### config.mk
export PLATFORM = sky130hd
export DESIGN_NAME = johnson_decade
export DESIGN_NICKNAME = d
export VERILOG_FILES = /design/src/rtl/jdc_pkg.sv /design/src/rtl/jdc_edge.sv /design/src/rtl/jdc_ring.sv /design/src/rtl/jdc_decode.sv /design/src/rtl/johnson_decade.sv
export SDC_FILE = /design/constraint.sdc
export NUM_CORES = 1
export LEC_CHECK = 0
export ABC_AREA = 1
export BUFFER_PORTS_ARGS = -buffer_cell sky130_fd_sc_hd__buf_2
export CAP_MARGIN = 10
export CORE_AREA = 2 2 39 41
export CTS_CLUSTER_DIAMETER = 80
export DETAILED_ROUTE_END_ITERATION = 12
export DIE_AREA = 0 0 41 43
export HOLD_SLACK_MARGIN = 0.02
export PLACE_DENSITY = 0.64
export REMOVE_ABC_BUFFERS = 1
export SLEW_MARGIN = 20
export SYNTH_ARGS = -nofsm -noshare
export SYNTH_HDL_FRONTEND = slang
export SYNTH_SLANG_ARGS = --single-unit
### constraint.sdc
create_clock -name clk -period 2.18 [get_ports clk]
set_clock_uncertainty 0.1 [all_clocks]
set_input_delay 0.327 -clock clk [delete_from_list [all_inputs] [get_ports clk]]
set_output_delay 0.327 -clock clk [all_outputs]
set_load 0.02 [all_outputs]
### src/rtl/jdc_pkg.sv
`timescale 1ns/1ps
package jdc_pkg;

    localparam int JDC_STAGES = 5;
    localparam int JDC_STATES = 2 * JDC_STAGES;

    typedef logic [JDC_STAGES-1:0] ring_t;
    typedef logic [JDC_STATES-1:0] dec_t;

    typedef struct packed {
        logic up;    // rising-edge count input
        logic dn;    // falling-edge count input
    } pins_t;

    // Legal ring code for state k: ones fill from bit 0, then zeros fill from bit 0.
    function automatic ring_t ring_code(input int k);
        ring_t ones;
        ones = '1;
        if (k < JDC_STAGES)
            return ring_t'((1 << k) - 1);
        return ones & ~ring_t'((1 << (k - JDC_STAGES)) - 1);
    endfunction

    function automatic logic ring_legal(input ring_t r);
        logic hit;
        hit = 1'b0;
        for (int k = 0; k < JDC_STATES; k++)
            if (r == ring_code(k)) hit = 1'b1;
        return hit;
    endfunction

    // Twisted shift for legal codes; any illegal code folds to state 0.
    function automatic ring_t ring_next(input ring_t r);
        if (ring_legal(r))
            return {r[JDC_STAGES-2:0], ~r[JDC_STAGES-1]};
        return '0;
    endfunction

endpackage

### src/rtl/jdc_edge.sv
`timescale 1ns/1ps
module jdc_edge
    import jdc_pkg::*;
#(
    parameter int SYNC_STAGES = 2
) (
    input  logic  clk,
    input  pins_t pin_i,
    output logic  step_o
);
    localparam int CHAIN = SYNC_STAGES + 1;

    pins_t [CHAIN-1:0] chain;
    pins_t lvl, prev;
    logic  up_edge, dn_edge;

    always_ff @(posedge clk) begin
        chain <= {chain[CHAIN-2:0], pin_i};
    end

    assign lvl  = chain[CHAIN-2];
    assign prev = chain[CHAIN-1];

    // Each input qualifies the other's edge.
    assign up_edge = lvl.up & ~prev.up & ~lvl.dn;
    assign dn_edge = ~lvl.dn & prev.dn & lvl.up;
    assign step_o  = up_edge | dn_edge;

endmodule

### src/rtl/jdc_ring.sv
`timescale 1ns/1ps
module jdc_ring
    import jdc_pkg::*;
(
    input  logic  clk,
    input  logic  mr,
    input  logic  step,
    output ring_t ring_o
);
    ring_t ring_q;

    always_ff @(posedge clk or posedge mr) begin
        if (mr)
            ring_q <= '0;
        else if (step)
            ring_q <= ring_next(ring_q);
    end

    assign ring_o = ring_q;

    // each step moves exactly one place along the ring
    a_r1_one_place: assert property (@(posedge clk) disable iff (mr)
        step |=> (ring_q == ring_next($past(ring_q))));

    // no step, no change
    a_r10_hold: assert property (@(posedge clk) disable iff (mr)
        !step |=> $stable(ring_q));

    // the register never leaves the legal ring after reset
    a_r8_legal: assert property (@(posedge clk) disable iff (mr)
        ring_legal(ring_q));

    // master reset pins the register to zero
    a_r7_clear: assert property (@(posedge clk)
        mr |-> (ring_q == '0));

endmodule

### src/rtl/jdc_decode.sv
`timescale 1ns/1ps
module jdc_decode
    import jdc_pkg::*;
(
    input  ring_t ring_i,
    output dec_t  dec_o,
    output logic  carry_n_o
);
    localparam int S = JDC_STAGES;

    for (genvar k = 0; k < JDC_STATES; k++) begin : g_dec
        if (k == 0) begin : g_lo_end
            assign dec_o[k] = ~ring_i[S-1] & ~ring_i[0];
        end else if (k < S) begin : g_fill
            assign dec_o[k] = ring_i[k-1] & ~ring_i[k];
        end else if (k == S) begin : g_hi_end
            assign dec_o[k] = ring_i[S-1] & ring_i[0];
        end else begin : g_drain
            assign dec_o[k] = ~ring_i[k-S-1] & ring_i[k-S];
        end
    end

    assign carry_n_o = ~ring_i[S-1];

endmodule

### src/rtl/johnson_decade.sv
`timescale 1ns/1ps
module johnson_decade
    import jdc_pkg::*;
#(
    parameter int SYNC_STAGES = 2
) (
    input  logic                  clk,
    input  logic                  mr,
    input  logic                  cnt_rise,
    input  logic                  cnt_fall,
    output logic [JDC_STATES-1:0] dec_out,
    output logic                  carry_n
);
    pins_t pins;
    logic  step;
    ring_t ring;

    assign pins.up = cnt_rise;
    assign pins.dn = cnt_fall;

    jdc_edge #(.SYNC_STAGES(SYNC_STAGES)) u_edge (
        .clk    (clk),
        .pin_i  (pins),
        .step_o (step)
    );

    jdc_ring u_ring (
        .clk    (clk),
        .mr     (mr),
        .step   (step),
        .ring_o (ring)
    );

    jdc_decode u_dec (
        .ring_i    (ring),
        .dec_o     (dec_out),
        .carry_n_o (carry_n)
    );

    // one-hot decode
    a_r2_onehot: assert property (@(posedge clk) disable iff (mr)
        $countones(dec_out) == 1);

    // carry low exactly in the upper five states
    a_r5_carry: assert property (@(posedge clk) disable iff (mr)
        carry_n == !(|dec_out[JDC_STATES-1:JDC_STAGES]));

    // reset state seen at the ports
    a_r7_port_zero: assert property (@(posedge clk)
        mr |-> (dec_out[0] && carry_n));

endmodule

== Yosys cells after proc, flatten, opt, wreduce, memory -nomap -nowiden ==
Cells that the tools add are included.

* Register bits: 11
* Bits in latches: 0
* Memory bits (writable): 0
* Bits in read-only memories: 0
* Input bits: 4
* Word-level logic and storage cells: 64
* Memories: 0

* Add/subtract/negate cells: 0
* Multipliers: 0
* Div/mod/pow operators: 0
* Order comparisons: 0
* Eq/ne operators: 10
* Shifts and indexed selects: 0
* Muxes and demuxes: 25
* Bitwise operators: 22
* Reductions and logical operators: 0

{| class="wikitable"
|+ Operators by type and width
! kind !! number
|-
| 2-to-1 mux 5 bit || 7
|-
| equality test 5 bit || 5
|-
| equality test 5 bit (second input constant) || 5
|-
| 2-to-1 mux 1 bit || 15
|-
| AND 1 bit || 14
|-
| NOT 1 bit || 7
|-
| 2-to-1 mux 4 bit || 1
|-
| 2-to-1 mux 3 bit || 1
|-
| 2-to-1 mux 2 bit || 1
|-
| bitwise OR 1 bit || 1
|}

== Logic depth before layout (Yosys ltp) ==
Gate-level depths: netlist (run 1).

* Depth after elaboration: 21
* Gate-level depth with buffers: 7
* Gate-level depth less buffers: 6

== Hierarchy ==
A second synthesis (run 1) with hierarchy kept.

* Cells, all modules: 72
* Area total of the unflattened synthesis: 494.2 µm²

{| class="wikitable"
|+ Modules (own cells, without submodules)
! module !! times used !! cells each !! area each (µm²) !! sequential area each (µm²)
|-
| jdc_ring || 1 || 45 || 292.8 || 125.1
|-
| jdc_edge || 1 || 11 || 138.9 || 120.1
|-
| jdc_decode || 1 || 16 || 62.6 || 0.0
|}

== Worst setup path after synthesis (run 1) ==
OpenSTA, ideal clock, no wires.

* Path kind: register to output
* Start: register u_ring.ring_q[4] (netlist: u_ring.ring_o[4])
* End: output dec_out[9]
* Data arrival time: 0.820 ns
* Required time: 1.753 ns
* Path slack: 0.933 ns
* Cell stages (with the launch flop): 3
* Buffers on the path: 0
* Cell sequence: dfrtp_1 > inv_2 > nor2_1

* Word-level cells in the longest chain between the ends: 1

{| class="wikitable"
|+ Ends and longest elaborated chain
! what !! line !! text
|-
| start: declaration || jdc_ring.sv:10 || <nowiki>ring_t ring_q;</nowiki>
|-
| start signal: assignment || jdc_ring.sv:16 || <nowiki>ring_q <= ring_next(ring_q);</nowiki>
|-
| AND 1 bit || jdc_decode.sv:19 || <nowiki>assign dec_o[k] = ~ring_i[k-S-1] & ring_i[k-S];</nowiki>
|-
| end: declaration || johnson_decade.sv:11 || <nowiki>output logic [JDC_STATES-1:0] dec_out,</nowiki>
|}

Every way passes these cells.

== Worst setup path in the final report (run 1) ==
* Start: register u_ring.ring_q[0] (netlist: u_ring.ring_o[0])
* End: output dec_out[6]

* Word-level cells in the longest chain between the ends: 2

{| class="wikitable"
|+ Ends and longest elaborated chain
! what !! line
|-
| NOT 1 bit || jdc_decode.sv:19
|-
| AND 1 bit || jdc_decode.sv:19
|}

Every way passes these cells.

==> results.txt, run 1 <==
The run finished with clean final reports. The fmax came out at ~650 MHz. The most numerous cell type found on the critical path is sky130_fd_sc_hd__inv_1.

The number of hold violations in the final report came out at 0. The effective utilization at floorplan came out at approximately 34%. After clock tree synthesis, the setup repair step added 0 buffers. The core region is about 1400 µm². The maximum vdd drop is between 0.0004 and 0.0005 V. The setup path with the least slack is of type reg2out.

After synthesis, the netlist uses 11 different library cells. sky130_fd_sc_hd__dfrtp_1 takes more of the synthesized area than any other cell. The global placement routability congestion came out at about 0.68. The most common cell in the netlist is sky130_fd_sc_hd__nand2_1.

The global-route met1 utilization is roughly 13%. The clock latency at the later pin of the worst-skew pair is roughly 0.26 ns. The routed length per placed instance came out at approximately 8.0 µm. The die covers between 1500 and 2000 µm². The number of antenna violations at the first check in global routing is 0.

The final net count is 87. Prior to clock tree synthesis, the placed netlist has a worst setup slack of 0.9252 ns. The maximum root-to-sink buffer count came out at 2. The number of max-slew violations in the final report was 0. For this design the ratio of total power to cell area is between 1000 and 1500 nW/µm². Clock-pin slew was measured on the worst setup and hold paths at 0.06 ns. The number of warnings printed during yosys synthesis came out at 0. The share of flip-flops with an asynchronous set or reset after synthesis is between 40% and 50%.

The area fraction of the dominant cell type after synthesis is a little over a quarter. The floorplan has 14 rows. The I/O pin count came out at 15. Summed over all failing endpoints, the final setup total negative slack is 0 ns.

The layout cell share with drive strength beyond 1 is 28.05%. The number of H-tree branching levels is 1. The number of buffer cells added on primary ports is 14. The total global-route track usage is between 10% and 20%. The period utilization is 70.45%. The standby leakage power is 0.3812 nW. The min-delay analysis places its worst path in the category in2reg. Global routing consumed, on the met3 layer, 1.571% of the routing resources. The antenna diode count came out at 0.

The routed via count came out at about 410. The largest stage delay on the critical path came out at between 0.4 and 0.5 ns. Sorting the synthesized cells by area gives the leading types as sky130_fd_sc_hd__dfrtp_1 (26%), sky130_fd_sc_hd__dfxtp_1 (25%), sky130_fd_sc_hd__nand2_1 (13%). The required time of the critical path is 1.75 ns. The filler cell count is roughly 150. After detailed routing, the number of vias per cell comes to a little over 4.

The worst path buffer plus inverter count came out at 3. The kind of end point of the critical path is an output pin. The post-route minimum period came out at 1.536 ns.

After global routing, the most crowded layer is met2. Setup repair after global routing left no endpoint under its margin. The met2 demand-to-capacity share in global routing came out at 16.56%. The total cell area at the placement stage came out at 559.3 µm². After routing the design area is about 600 µm². The via count of the first global-routing pass came out at 332. The most used flip-flop cell after synthesis is sky130_fd_sc_hd__dfxtp_1. The clock net sink count came out at 11. Walking the worst path, the cells encountered are inv_1, nand2_1, inv_1, buf_2. The finished layout holds 98 standard cells, fillers aside.

The placed wire-length estimate after detailed placement is between 600 and 700 µm. Across all hold checks on the routed design, the worst slack comes to 0.06603 ns. The number of iterations in the first detailed-routing pass came out at 4. The max-cap violation count came out at 0. The transition time at the pin with the least slew margin is 0.2978 ns. The initial DRC count is 5. The top cell family by delay on the critical path is flip-flops. The synthesized design contains 11 register bits. Sequential cells were found to cover 51.44% of the synthesized design area. The post-synthesis average cell area is between 7 and 8 µm². From left edge to right edge, the die measures between 40 and 50 µm. Ranked by instance count, the synthesized netlist is headed by sky130_fd_sc_hd__nand2_1 (17), sky130_fd_sc_hd__inv_1 (14), sky130_fd_sc_hd__nor2_1 (10).

At the worst endpoint, the arrival time is 1.11 ns. On the critical path, the stage with the largest delay is an instance of sky130_fd_sc_hd__dfrtp_1. The number of buffers added by the clock tree synthesis step is 3. The total routed wirelength came out at between 700 and 800 µm. The number of antenna-violating nets in the routed design came out at 0. Synthesis produced a netlist whose cell count is 64.

The first-pass GRT wire length came out at about 1300 µm. For this run, design rule violations remaining after detail routing come to 0. The cell at the root of the clock tree is sky130_fd_sc_hd__clkbuf_4. From synthesis to final layout, the design area changed by 24.93%.

The total grt overflow came out at 0. The floorplan die height is between 40 and 50 µm. The worst-case setup margin in the final layout is roughly 0.64 ns.

The cell area after technology mapping is between 400 and 500 µm². Once placement completed, the tool counted placed cells totaling between 90 and 100. STA classifies the critical path startpoint as a register. The pin count of the biggest net entering global routing is 9.

The CTS tree is built. The final setup violation count came out at 0. The synthesized design contains 0 enable-type register cells. The relative max-transition margin is between 80% and 90%. Of all nets on the critical path, the largest fanout is 5.
-- path summary, 6_finish.rpt --
path	from	endpoint	slack (ns)	cells after the start
setup / recovery	u_ring.ring_o[0]	dec_out[6]	0.64	4
hold / removal	cnt_rise	u_edge.chain[1]	0.07	1
setup reg to reg	u_ring.ring_o[0]	u_ring.ring_o[4]	1.02	6
hold reg to reg	u_edge.chain[1]	u_edge.chain[3]	0.23	0
max in group asynchronous	mr	u_ring.ring_o[0]	1.41	3
min in group asynchronous	mr	u_ring.ring_o[1]	0.40	3
-- power breakdown --
part | internal, W | switching, W | leakage [nW] | total [W]
sequential | 0.000249 | 0.0000700 | 0.116 | 0.000319
combinational | 0.000151 | 0.000290 | 0.250 | 0.000441
clock | 0.0000706 | 0.0000597 | 0.0150 | 0.000130
-- flip-flops by register name, summed over array words and instances, names as in the netlist --
register,count
u_ring.ring_o,5
u_edge.chain,6
-- metrics by stage --
step	util [%]	power, W
finish	43.04	0.0008909
global route	43.04	0.0009787
CTS	43.04	0.0009097
detailed placement	40.42	0.0007735
global placement	40.42	0.0007652
floorplan	-	0.0006380
-- placed cells by master, fill, tap and decap left out, drive strengths merged --
cell type | netlist | final
o21ai | 1 | 1
nand2 | 19 | 19
dfxtp | 6 | 6
clkbuf | 0 | 4
nand3 | 7 | 7
dfrtp | 5 | 5
inv | 15 | 15
buf | 1 | 14
dlygate4sd3 | 0 | 1
nor2 | 10 | 10
-- logic make-up (layout without fill, tap and decap cells) --
logic type	Yosys count	count (layout)	synth area share, %
and+or+nand+nor	36	36	33.33
buffers and inverters	16	34	13.39
DFF	11	11	51.44
AOI/OAI and AO/OA	1	1	1.838
-- routing by layer --
metal,part of all wire [%],up-vias,routed length (µm)
li1,-,223,-
met1,46,168,358
met2,45,14,349
met3,7.9,2,62
met4,1.5,0,12
met5,0,-,0
-- what timing repair did --
item,CTS,global route
hold buffers,1,0
endpoints found under the hold margin,5,0
gates resized for setup,0,0
-- cell type report --
cell class              instances  area (µm²)  share of cell area [%]
inverters                      15       56.30                   9.454
well taps                      16       20.02                   3.361
repair buffers                 15       80.08                   13.45
multi-input cells              37       167.7                   28.15
clock buffers                   4       26.28                   4.412
flip-flops and latches         11       245.2                   41.18
Power figures use the tool's default switching activity.
==> run 2: changes to the inputs <==
==> constraint.sdc (replaced) <==
create_clock -name clk -period 1.5 [get_ports clk]
set_clock_uncertainty 0.1 [all_clocks]
set_input_delay 0.225 -clock clk [delete_from_list [all_inputs] [get_ports clk]]
set_output_delay 0.225 -clock clk [all_outputs]
set_load 0.02 [all_outputs]
==> run 2 against run 1 <==
Clock-buffer cell count unchanged; register-to-register slack lost 0.64 ns; final cell count rose by 2.0%; total power rose by 47%; routed wire length grew 2.2%; first-iteration DRC count unchanged; sequential power is 47% higher; sequential share of layout area is 1.2 points lower; worst hold slack improved by 0.16 ns; non-clock buffer count up 2; clock power rose by 45%; highest routed layer unchanged; core utilization rose by 1.5 points.
==> results.txt, run 2 (synthesis results as in run 1) <==
Along the worst hold path, the cell count comes to 0. In the final routed layout, each cell accounts on average for about 8 µm. The required time of the critical path is 1.17 ns.

The maximum vdd drop is about 0.00066 V. The maximum root-to-sink buffer count came out at 2. In this design, the largest share of critical-path delay is due to flip-flops. The number of vias per cell is 4.110. The final setup violation count came out at 0. The transition time at the pin with the least slew margin came out at 0.2978 ns. The number of iterations in the first detailed-routing pass is 4. Setup repair after global routing left no endpoint under its margin.

The post-route netlist has 29.76% of its cells at a drive strength greater than 1. Of all nets on the critical path, the largest fanout is 5. The routed design has roughly 800 µm of wire. The number of buffer cells added on primary ports is 14. Traced cell by cell, the critical path runs through inv_1, nand2_1, inv_1, buf_2.

The number of antenna-violating nets in the routed design came out at 0. Detailed routing inserted a total of ~410 vias. The number of antenna violations at the first check in global routing came out at 0. In the routed design, unresolved DRC markers number 0. The core outline area is 1384 µm². 15 I/O pins were placed. TritonCTS built the clock tree.

After global routing the overflow that remains totals 0. At the later pin of the worst-skew pair, clock insertion delay measures approximately 0.26 ns. The count of cell instances traversed by the critical path is 4. After clock tree synthesis, the clock-pin slew on the worst setup and hold paths is about 0.060 ns. Once routing completed, OpenROAD measured the worst setup slack at between 0.1 and 0.15 ns. The die is 43 µm tall. The launching element type of the critical path is a register. The final critical path takes up slightly above 90% of the cycle.

Leaving out fill and tap cells, the most frequent cell in the layout is sky130_fd_sc_hd__nand2_1. The placed wire-length estimate after detailed placement came out at 636.9 µm. The worst setup path is captured at an output pin.

The final net count came out at a little under 90. The startpoint identified for the worst hold timing path is u_edge.chain[1]. Measured against its own limit, the worst slew margin works out to approximately four fifths. The worst hold slack came out at around 0.23 ns. The number of max-slew violations in the final report is 0.

More flip-flops sit in one register than any other, and that register is u_edge.chain. The initial DRC count is 5. The cell that appears most often on the critical path is sky130_fd_sc_hd__inv_1.

The layout-stage area growth over the synthesis result came out at 29.40%. Based on the critical path, the design can be clocked at up to between 700 and 800 MHz. The die outline area is approximately 1800 µm².

The number of hold violations in the final report is 0. For this run, the total global-route usage over all layers was measured as between 10% and 20%. The arrival time at the worst endpoint is between 1 and 1.5 ns. The first global-routing pass estimated around 1300 µm of wire.

The effective utilization at floorplan is between 30% and 40%. CTS built an H-tree with a depth of 1. The total power per unit cell area is approximately 2100 nW/µm². The number of buffers added by the clock tree synthesis step came out at 3.

The library cell contributing the largest single delay on the critical path is sky130_fd_sc_hd__dfrtp_1. The number of rows in the core area is 14. The standby leakage power came out at 0.3876 nW. The number of buffers inserted by post-CTS setup repair is 0. The max-cap violation count came out at 0. On the worst path, the slowest cell contributes a delay of 0.42 ns. The via count of the first global-routing pass was 332.

The cell at the root of the clock tree is sky130_fd_sc_hd__clkbuf_4. The overall die width came out at approximately 41 µm. The clock net sink count came out at 11.

Counting both buffers and inverters, the worst setup path holds a total of 3. At the end of routability-driven placement, the weighted congestion stood at between 0.6 and 0.7. The accumulated negative setup slack came out at 0 ns. 0 antenna diodes ended up in the layout. In the layout the commonest cells are sky130_fd_sc_hd__nand2_1 (17), sky130_fd_sc_hd__buf_2 (14), sky130_fd_sc_hd__inv_1 (13). The worst min-delay path category is reg2reg. The pin count of the biggest net entering global routing is 9. The worst-case reg-to-reg path depth came out at 6.

In this run the critical register-to-register path is launched from u_ring.ring_o[0]. The final total power came out at ~0.0013 W. The run finished with clean final reports. The worst path in the final design needs a cycle of approximately 1.4 ns, including I/O delays and setup.

The critical path starts at u_ring.ring_o[1]. The worst slack at placement came out at 0.3379 ns. The number of flip-flops under the largest register name is 6.

The worst setup path is of the reg2out kind.
[run 2: changes by cell type in the layout (fill, tap and decap cells not counted), sizes merged]
cell         change
dlygate4sd3      +2
[run 2: repair_timing]
action / CTS / global route
gates resized for setup: 0 / 2
hold buffers: 3 / 0
endpoints found under the hold margin: 7 / 0
endpoints found under the setup margin: 0 / 1
[run 2: cell type report]
| cell class | count | area [µm²] |
|---|---|---|
| fill | 147 | 767.0 |
| sequential | 11 | 246.5 |
| multi-input combinational | 37 | 167.7 |
| timing repair buffer | 17 | 100.1 |
| inverter | 15 | 56.30 |
| clock buffer | 4 | 26.28 |
| tap | 16 | 20.02 |
[run 2: final timing paths]
path	end	slack (ns)
min in group asynchronous	u_ring.ring_o[1]	0.30
max in group asynchronous	u_ring.ring_o[0]	0.81
hold / removal	u_edge.chain[3]	0.23
setup / recovery	dec_out[7]	0.11
setup reg to reg	u_ring.ring_o[4]	0.38
hold reg to reg	u_edge.chain[3]	0.23
[run 2: layer usage]
metal  global-route usage (%)  share of wire, %  vias up
met3                    1.571               7.8        2
met1                    12.62                46      168
met5                        0                 0        -
met2                    16.56                44       14
met4                    10.00               1.5        0
li1                         -                 -      227
[run 2: through the flow]
| step | cells | instance area (µm²) | utilization [%] |
|---|---|---|---|
| floorplan | 63 | 469.2 | - |
| global placement | 93 | 559.3 | 40.42 |
| detailed placement | 93 | 559.3 | 40.42 |
| CTS | 100 | 615.6 | 44.48 |
| global route | 100 | 616.8 | 44.57 |
| finish | 100 | 616.8 | 44.57 |
[run 2: report_power, final]
| part | total [W] | switching [W] | internal, W | leakage, nW |
|---|---|---|---|---|
| clock network | 0.000189 | 0.0000867 | 0.000103 | 0.0150 |
| registers | 0.000469 | 0.000104 | 0.000365 | 0.115 |
| logic | 0.000647 | 0.000422 | 0.000224 | 0.257 |
| total | 0.00131 | 0.000613 | 0.000692 | 0.388 |
